**src/rtl/mtxPkg.sv**
```systemverilog
package mtxPkg;

  // Half-cell command from the control to the line datapath
  typedef struct packed {
    logic loadFirst;    // sample txData and drive first half of the cell
    logic driveSecond;  // drive second half of the stored bit
    logic driveHigh;    // end-of-frame positive hold
    logic driveIdle;    // mode-selected idle level
  } lineCmd_t;

  typedef enum logic [1:0] {
    ST_IDLE = 2'd0,
    ST_SEND = 2'd1,
    ST_HOLD = 2'd2
  } txState_t;

endpackage

```
**src/rtl/mtxCtrl.sv**
```systemverilog
module mtxCtrl
  import mtxPkg::*;
#(
  parameter int HOLD_HALVES = 4
) (
  input  logic     clk,
  input  logic     rstN,
  input  logic     txEn,
  output logic     txClk,
  output lineCmd_t cmd
);

  localparam int CW = $clog2(HOLD_HALVES + 1);

  logic           phase;      // 0: next edge is a cell start
  txState_t       state, stateNext;
  logic [CW-1:0]  holdCnt, holdCntNext;

  always_comb begin
    cmd         = '0;
    stateNext   = state;
    holdCntNext = holdCnt;
    unique case (state)
      ST_IDLE: begin
        if (!phase && txEn) begin
          cmd.loadFirst = 1'b1;
          stateNext     = ST_SEND;
        end else begin
          cmd.driveIdle = 1'b1;
        end
      end
      ST_SEND: begin
        if (phase) begin
          cmd.driveSecond = 1'b1;
        end else if (txEn) begin
          cmd.loadFirst = 1'b1;
        end else begin
          cmd.driveHigh = 1'b1;
          stateNext     = ST_HOLD;
          holdCntNext   = CW'(HOLD_HALVES - 1);
        end
      end
      ST_HOLD: begin
        if (holdCnt == '0) begin
          cmd.driveIdle = 1'b1;
          stateNext     = ST_IDLE;
        end else begin
          cmd.driveHigh = 1'b1;
          holdCntNext   = holdCnt - 1'b1;
        end
      end
      default: begin
        cmd.driveIdle = 1'b1;
        stateNext     = ST_IDLE;
      end
    endcase
  end

  always_ff @(posedge clk) begin
    if (!rstN) begin
      phase   <= 1'b0;
      state   <= ST_IDLE;
      holdCnt <= '0;
    end else begin
      phase   <= !phase;
      state   <= stateNext;
      holdCnt <= holdCntNext;
    end
  end

  assign txClk = phase;

endmodule

```
**src/rtl/mtxLine.sv**
```systemverilog
module mtxLine
  import mtxPkg::*;
(
  input  logic     clk,
  input  logic     rstN,
  input  logic     stepSel,
  input  logic     txData,
  input  lineCmd_t cmd,
  output logic     lineP,
  output logic     lineN
);

  logic bitReg;

  always_ff @(posedge clk) begin
    if (!rstN) begin
      bitReg <= 1'b0;
      lineP  <= !stepSel;
      lineN  <= 1'b0;
    end else if (cmd.loadFirst) begin
      bitReg <= txData;
      lineP  <= !txData;
      lineN  <= txData;
    end else if (cmd.driveSecond) begin
      lineP  <= bitReg;
      lineN  <= !bitReg;
    end else if (cmd.driveHigh) begin
      lineP  <= 1'b1;
      lineN  <= 1'b0;
    end else begin
      lineP  <= !stepSel;
      lineN  <= 1'b0;
    end
  end

endmodule

```
**src/rtl/mtxEncoder.sv**
```systemverilog
module mtxEncoder
  import mtxPkg::*;
#(
  parameter int HOLD_HALVES = 4
) (
  input  logic clk,
  input  logic rstN,
  input  logic txEn,
  input  logic txData,
  input  logic stepSel,
  output logic txClk,
  output logic lineP,
  output logic lineN
);

  lineCmd_t cmd;

  mtxCtrl #(.HOLD_HALVES(HOLD_HALVES)) uCtrl (
    .clk   (clk),
    .rstN  (rstN),
    .txEn  (txEn),
    .txClk (txClk),
    .cmd   (cmd)
  );

  mtxLine uLine (
    .clk     (clk),
    .rstN    (rstN),
    .stepSel (stepSel),
    .txData  (txData),
    .cmd     (cmd),
    .lineP   (lineP),
    .lineN   (lineN)
  );

endmodule

```
**config.mk**
```make
export PLATFORM = sky130hd
export DESIGN_NAME = mtxEncoder
export DESIGN_NICKNAME = d
export VERILOG_FILES = /design/src/rtl/mtxPkg.sv /design/src/rtl/mtxCtrl.sv /design/src/rtl/mtxLine.sv /design/src/rtl/mtxEncoder.sv
export SDC_FILE = /design/constraint.sdc
export NUM_CORES = 1
export LEC_CHECK = 0
export BUFFER_PORTS_ARGS = -buffer_cell sky130_fd_sc_hd__buf_2
export CAP_MARGIN = 20
export CORE_MARGIN = 10
export CORE_UTILIZATION = 25
export CTS_CLUSTER_SIZE = 16
export DETAILED_ROUTE_END_ITERATION = 8
export GPL_ROUTABILITY_DRIVEN = 1
export PLACE_DENSITY = 0.45
export SLEW_MARGIN = 20
export SYNTH_ARGS = -nofsm -noshare
export SYNTH_HDL_FRONTEND = slang
export SYNTH_SLANG_ARGS = --single-unit
export TNS_END_PERCENT = 50
```
**constraint.sdc**
```tcl
create_clock -name clk -period 4 [get_ports clk]
set_input_delay 1 -clock clk [delete_from_list [all_inputs] [get_ports clk]]
set_output_delay 1 -clock clk [all_outputs]
set_load 0.05 [all_outputs]
```
==> flow_summary.toml, run 1 <==
[outcome]
status = "complete, no violations"

[routing]
drt-initial-drc-count = 8
vias = 428
wl_mm = 1.04
first_pass_iters = 2
drc = 0
post_drt_wl_per_cell_um = 10.8
drtAntennaViolNets = 0
vias_per_cell = 4.46

[pwr]
power_density_nw_per_um2 = 379
p_int_mw = 0.156
p_sw_mw = 0.0706
clockPowerShare = 0.318
power_mw = 0.226
swShare = 0.312
power.share.sequential = 0.448
ir_drop_mv = 0.163
combinationalPowerShare = 0.234
power_leakage_nw = 0.262

[synth]
synth_cell_type_count = 24
synth_xor_area_frac = 0
synth_top_family_by_area = "compound AO/OA/AOI/OAI gates"
synth_nets = 69
synth_area_per_cell_um2 = 8.59
yosysWarnings = 0
netlist_instances = 59
synth_compound_area_frac = 0.237
synthFlopType = "dfxtp_1"
synth-simple-area-share = 0.212
netlist_area_um2 = 507
ys_seq_area_frac = 0.356
synthAdderAreaFrac = 0.123
ys_ff_latch = 9
synth_edf_count = 0
synth-async-reset-ratio = 0
synth.area.mux_share = 0.0198

[critical_path]
crit_type = "reg2out"
worstPathMaxFanout = 9
setup.worst_path.start_class = "register"
worstPathArrival_ps = 1050
cp_data_required_time_ps = 3000
crit_buf_inv = 1
cp_slowest_stage_delay_ps = 470
slowest_stage = "dfxtp_1"
end_kind = "output pin"
crit_chain = "buf_2"
cp_top_family = "flip-flops"

[sta]
final.setup_skew_ps = 2.27
fmax_mhz = 487
tightestPinTransition_ps = 420
tns_ps = 0
hold_viol_final = 0
max_slew_margin = 0.720
timing.final.ws_setup_ps = 1950
rsz0062_at_grt = "no"
timing.final.crit_share = 0.513
final-setup-viol-count = 0
layout_min_cycle_time_ps = 2050
slew_violations = 0

[layout]
final_cell_mix = "9 x dfxtp_1, 7 x nand2_1, 7 x buf_2"
final_common_cell = "dfxtp_1"
fin_area_um2 = 598
stdcell_count = 96
diodes = 0
areaGrowthSynthToFinish_pct = 18.0
nets = 80
drive_gt1_frac = 0.188

[cts]
ctsHoldBuffers = 0
clock-sinks = 9
clkLatencyLatePin_ps = 260
clkTransAtPathRegs_ps = 60
clk_path_buf_depth = 2
cts_tree = "yes"
postCtsResizedCells = 0
cts_setup_buffers = 0
cts_buffers = 3
cts-htree-levels = 1
root_buffer = "clkbuf_4"

[job]
maxCapViolCount = 0

[grt]
grt-ovfl-total = 0
antenna_found_initial = 0
met1_usage = 0.0540
grtUsageTotal = 0.0544
grt.busiest_layer = "met2"
gr-usage-met3 = 0.0344
grt_pass1_wl_mm = 1.81
grt_pass1_vias = 444
grt_util_met2 = 0.0874
grt_max_degree = 12

[die]
die_h_um = 65.0
boundaryPins = 8
fp-row-count = 16
start_util = 0.261
die_x_um = 65.0
dieArea_um2 = 4230
coreArea_um2 = 1940

[placement]
pre_cts_slack_ps = 2020
hpwl_um = 788
placedCellCount = 92
gp_congestion = 0.736
port_buffers = 7
placed_area_um2 = 572

[hold_path]
hp-class = "reg2reg"
## final cells by class
| cell class | count | area (µm²) |
|---|---|---|
| Timing Repair Buffer | 7 | 35.0 |
| Clock buffer | 4 | 26.3 |
| Fill cell | 216 | 1340 |
| Multi-Input combinational cell | 43 | 300 |
| Sequential cell | 9 | 180 |
| Tap cell | 27 | 33.8 |
| Inverter | 6 | 22.5 |
## power groups by stage
stage	Sequential [mW]	Combinational (mW)	Clock, mW
6_report	0.101	0.0530	0.0721
3_5_place_dp	0.103	0.0533	0
5_1_grt	0.102	0.0595	0.0813
4_1_cts	0.101	0.0537	0.0764
2_1_floorplan	0.112	0.0318	0
3_3_place_gp	0.104	0.0539	0
## state kept, by name (all words and copies together), names as in the netlist
signal	count
uCtrl.holdCnt	3
uCtrl.state	2
uCtrl.txClk	1
uLine.bitReg	1
uLine.lineN	1
uLine.lineP	1
## per-layer routing
layer | vias to the layer above | routed length (µm)
met4 | 0 | 8
met2 | 5 | 522
met5 | - | 0
met3 | 2 | 62
met1 | 195 | 443
li1 | 226 | -
## cells by family (layout without fill, tap and decap cells)
kind of cell | count (synthesis) | after routing
simple gates | 21 | 21
compound gates | 16 | 16
flops | 9 | 9
buf+inv | 7 | 17
fa+ha+maj | 5 | 5
mux | 1 | 1
## Yosys cell counts (all sizes together), types with 2 or more instances
master  n  area share
inv     6       0.044
and2    2       0.025
nor2b   6       0.074
nand2   7       0.052
ha      5        0.12
nor2    3       0.022
o211a   2       0.040
dfxtp   9        0.36
nand3   2       0.020
o21ai   3       0.030
o22ai   2       0.025
## per-stage QoR
| stage | hold WS (ps) | util |
|---|---|---|
| floorplan | 469 | - |
| global placement | 487 | 0.294 |
| detailed placement | 489 | 0.294 |
| CTS | 499 | 0.308 |
| global route | 522 | 0.308 |
| finish | 494 | 0.308 |
## final timing paths
| check | start | to | slack (ps) | cells after the start |
|---|---|---|---|---|
| worst min-delay path | uCtrl.state[1]$_SDFFE_PN0P_ | uCtrl.state[1]$_SDFFE_PN0P_ | 490 | 2 |
| worst min register to register | uCtrl.state[1]$_SDFFE_PN0P_ | uCtrl.state[1]$_SDFFE_PN0P_ | 490 | 2 |
| worst max register to register | uCtrl.holdCnt[0]$_SDFFE_PN0P_ | uCtrl.holdCnt[0]$_SDFFE_PN0P_ | 2340 | 7 |
| worst max-delay path | uCtrl.txClk$_SDFF_PN0_ | txClk | 1950 | 1 |
Power figures use the tool's default switching activity.
==> run 2, diff against run 1 <==
Clock period 4 ns to 2 ns, I/O delays scaled along.
==> run 2 against run 1 <==
Compared with the run above:
- wire length down 8.0%
- via count is 2.8% lower
- global-route usage is 0.66 points lower
- register-to-register slack got worse by 2000 ps
- core utilization is the same
- combinational power up 98%
- final cell count unchanged
- count of clock-buffer cells in the layout unchanged
- non-clock buffer count stayed put
- sequential cell count is the same
- clock skew shrank 0.69 ps
- worst setup slack worse by 1600 ps
- largest power group unchanged
==> flow_summary.toml, run 2 (synthesis results as in run 1) <==
[critical_path]
cp_data_required_time_ps = 2150
crit_type = "reg2reg"
worstPathArrival_ps = 1770
end_kind = "register"
worstPathMaxFanout = 7
setup.worst_path.start_class = "register"

[pwr]
swShare = 0.302
power_density_nw_per_um2 = 745
clockPowerShare = 0.311
ir_drop_mv = 0.506
combinationalPowerShare = 0.235
power.share.sequential = 0.454
p_int_mw = 0.311
p_sw_mw = 0.135
power_leakage_nw = 0.262

[cts]
clk_path_buf_depth = 2
ctsHoldBuffers = 0
postCtsResizedCells = 0
root_buffer = "clkbuf_4"
cts_buffers = 3
cts_setup_buffers = 0
cts-htree-levels = 1
cts_tree = "yes"
clock-sinks = 9
clkTransAtPathRegs_ps = 60
clkLatencyLatePin_ps = 250

[sta]
final.setup_skew_ps = 1.58
timing.final.ws_setup_ps = 383
hold_viol_final = 0
final-setup-viol-count = 0
layout_min_cycle_time_ps = 1620
slew_violations = 0
max_slew_margin = 0.738
tns_ps = 0
rsz0062_at_grt = "no"
fmax_mhz = 619
tightestPinTransition_ps = 392
timing.final.crit_share = 0.808

[die]
boundaryPins = 8
coreArea_um2 = 1940
die_h_um = 65.0
fp-row-count = 16
dieArea_um2 = 4230
die_x_um = 65.0
start_util = 0.261

[layout]
areaGrowthSynthToFinish_pct = 18.0
diodes = 0
largest_reg_flops = 3
drive_gt1_frac = 0.188
nets = 80
final_common_cell = "dfxtp_1"
final_cell_mix = "9 x dfxtp_1, 7 x nand2_1, 7 x buf_2"
top_register = "uCtrl.holdCnt"
fin_area_um2 = 598
layout_top_registers = "uCtrl.holdCnt x3, uCtrl.state x2"

[placement]
gp_congestion = 0.790
placed_area_um2 = 572
hpwl_um = 733
port_buffers = 7
pre_cts_slack_ps = 386

[routing]
drtAntennaViolNets = 0
first_pass_iters = 4
wl_um = 953
vias = 416
post_drt_wl_per_cell_um = 9.93
vias_per_cell = 4.33
drc = 0
drt-initial-drc-count = 8

[grt]
grt.busiest_layer = "met2"
grtUsageTotal = 0.0478
grt_util_met2 = 0.0714
grt-ovfl-total = 0
grt_pass1_vias = 383
met1_usage = 0.0530
grt_pass1_wl_mm = 1.64
grt_max_degree = 12
antenna_found_initial = 0
gr-usage-met3 = 0.0326

[outcome]
status = "complete, no violations"

[hold_path]
hp-class = "in2reg"

[job]
maxCapViolCount = 0
==> run 2: cell counts in the layout (fill, tap and decap cells not counted) <==
Identical to the previous run, type by type.
==> run 2: final cells by class <==
| class | instances | area, µm² |
|---|---|---|
| sequential | 9 | 180 |
| tap | 27 | 33.8 |
| fill | 210 | 1340 |
| inverter | 6 | 22.5 |
| timing repair buffer | 7 | 35.0 |
| clock buffer | 4 | 26.3 |
| multi-input combinational | 43 | 300 |
==> run 2: worst paths after layout <==
check        depth (start not counted)                           from                            end  slack, ps
max                                  7  uCtrl.holdCnt[0]$_SDFFE_PN0P_  uCtrl.holdCnt[0]$_SDFFE_PN0P_        380
min                                  2                        stepSel            uLine.lineP$_DFF_P_        430
max reg2reg                          7  uCtrl.holdCnt[0]$_SDFFE_PN0P_  uCtrl.holdCnt[0]$_SDFFE_PN0P_        380
min reg2reg                          2    uCtrl.state[1]$_SDFFE_PN0P_    uCtrl.state[1]$_SDFFE_PN0P_        500
==> run 2: power groups by stage <==
stage	Combinational (mW)	Clock (mW)	Sequential, mW
floorplan	0.0637	0	0.225
global placement	0.106	0	0.206
detailed placement	0.106	0	0.206
CTS	0.106	0.148	0.202
global route	0.118	0.160	0.204
finish	0.105	0.139	0.202
==> run 2: routing by layer <==
metal,share of wire,vias up
li1,-,230
met1,0.51,184
met2,0.45,2
met3,0.034,0
met4,0,0
met5,0,-
==> run 2: per-stage QoR <==
step | total power, mW | cells | utilization | hold slack (ps)
floorplan | 0.288 | 59 | - | 469
global placement | 0.313 | 92 | 0.294 | 483
detailed placement | 0.312 | 92 | 0.294 | 487
CTS | 0.456 | 96 | 0.308 | 427
global route | 0.482 | 96 | 0.308 | 424
finish | 0.446 | 96 | 0.308 | 433
==> run 2: critical path, cell delays in order (launching register included) <==
cell and delay (ps):
dfxtp_1 340, inv_1 50, ha_1 190, ha_1 200, nor2b_1 340, and2_1 220
nand2_1 60, o211a_1 110
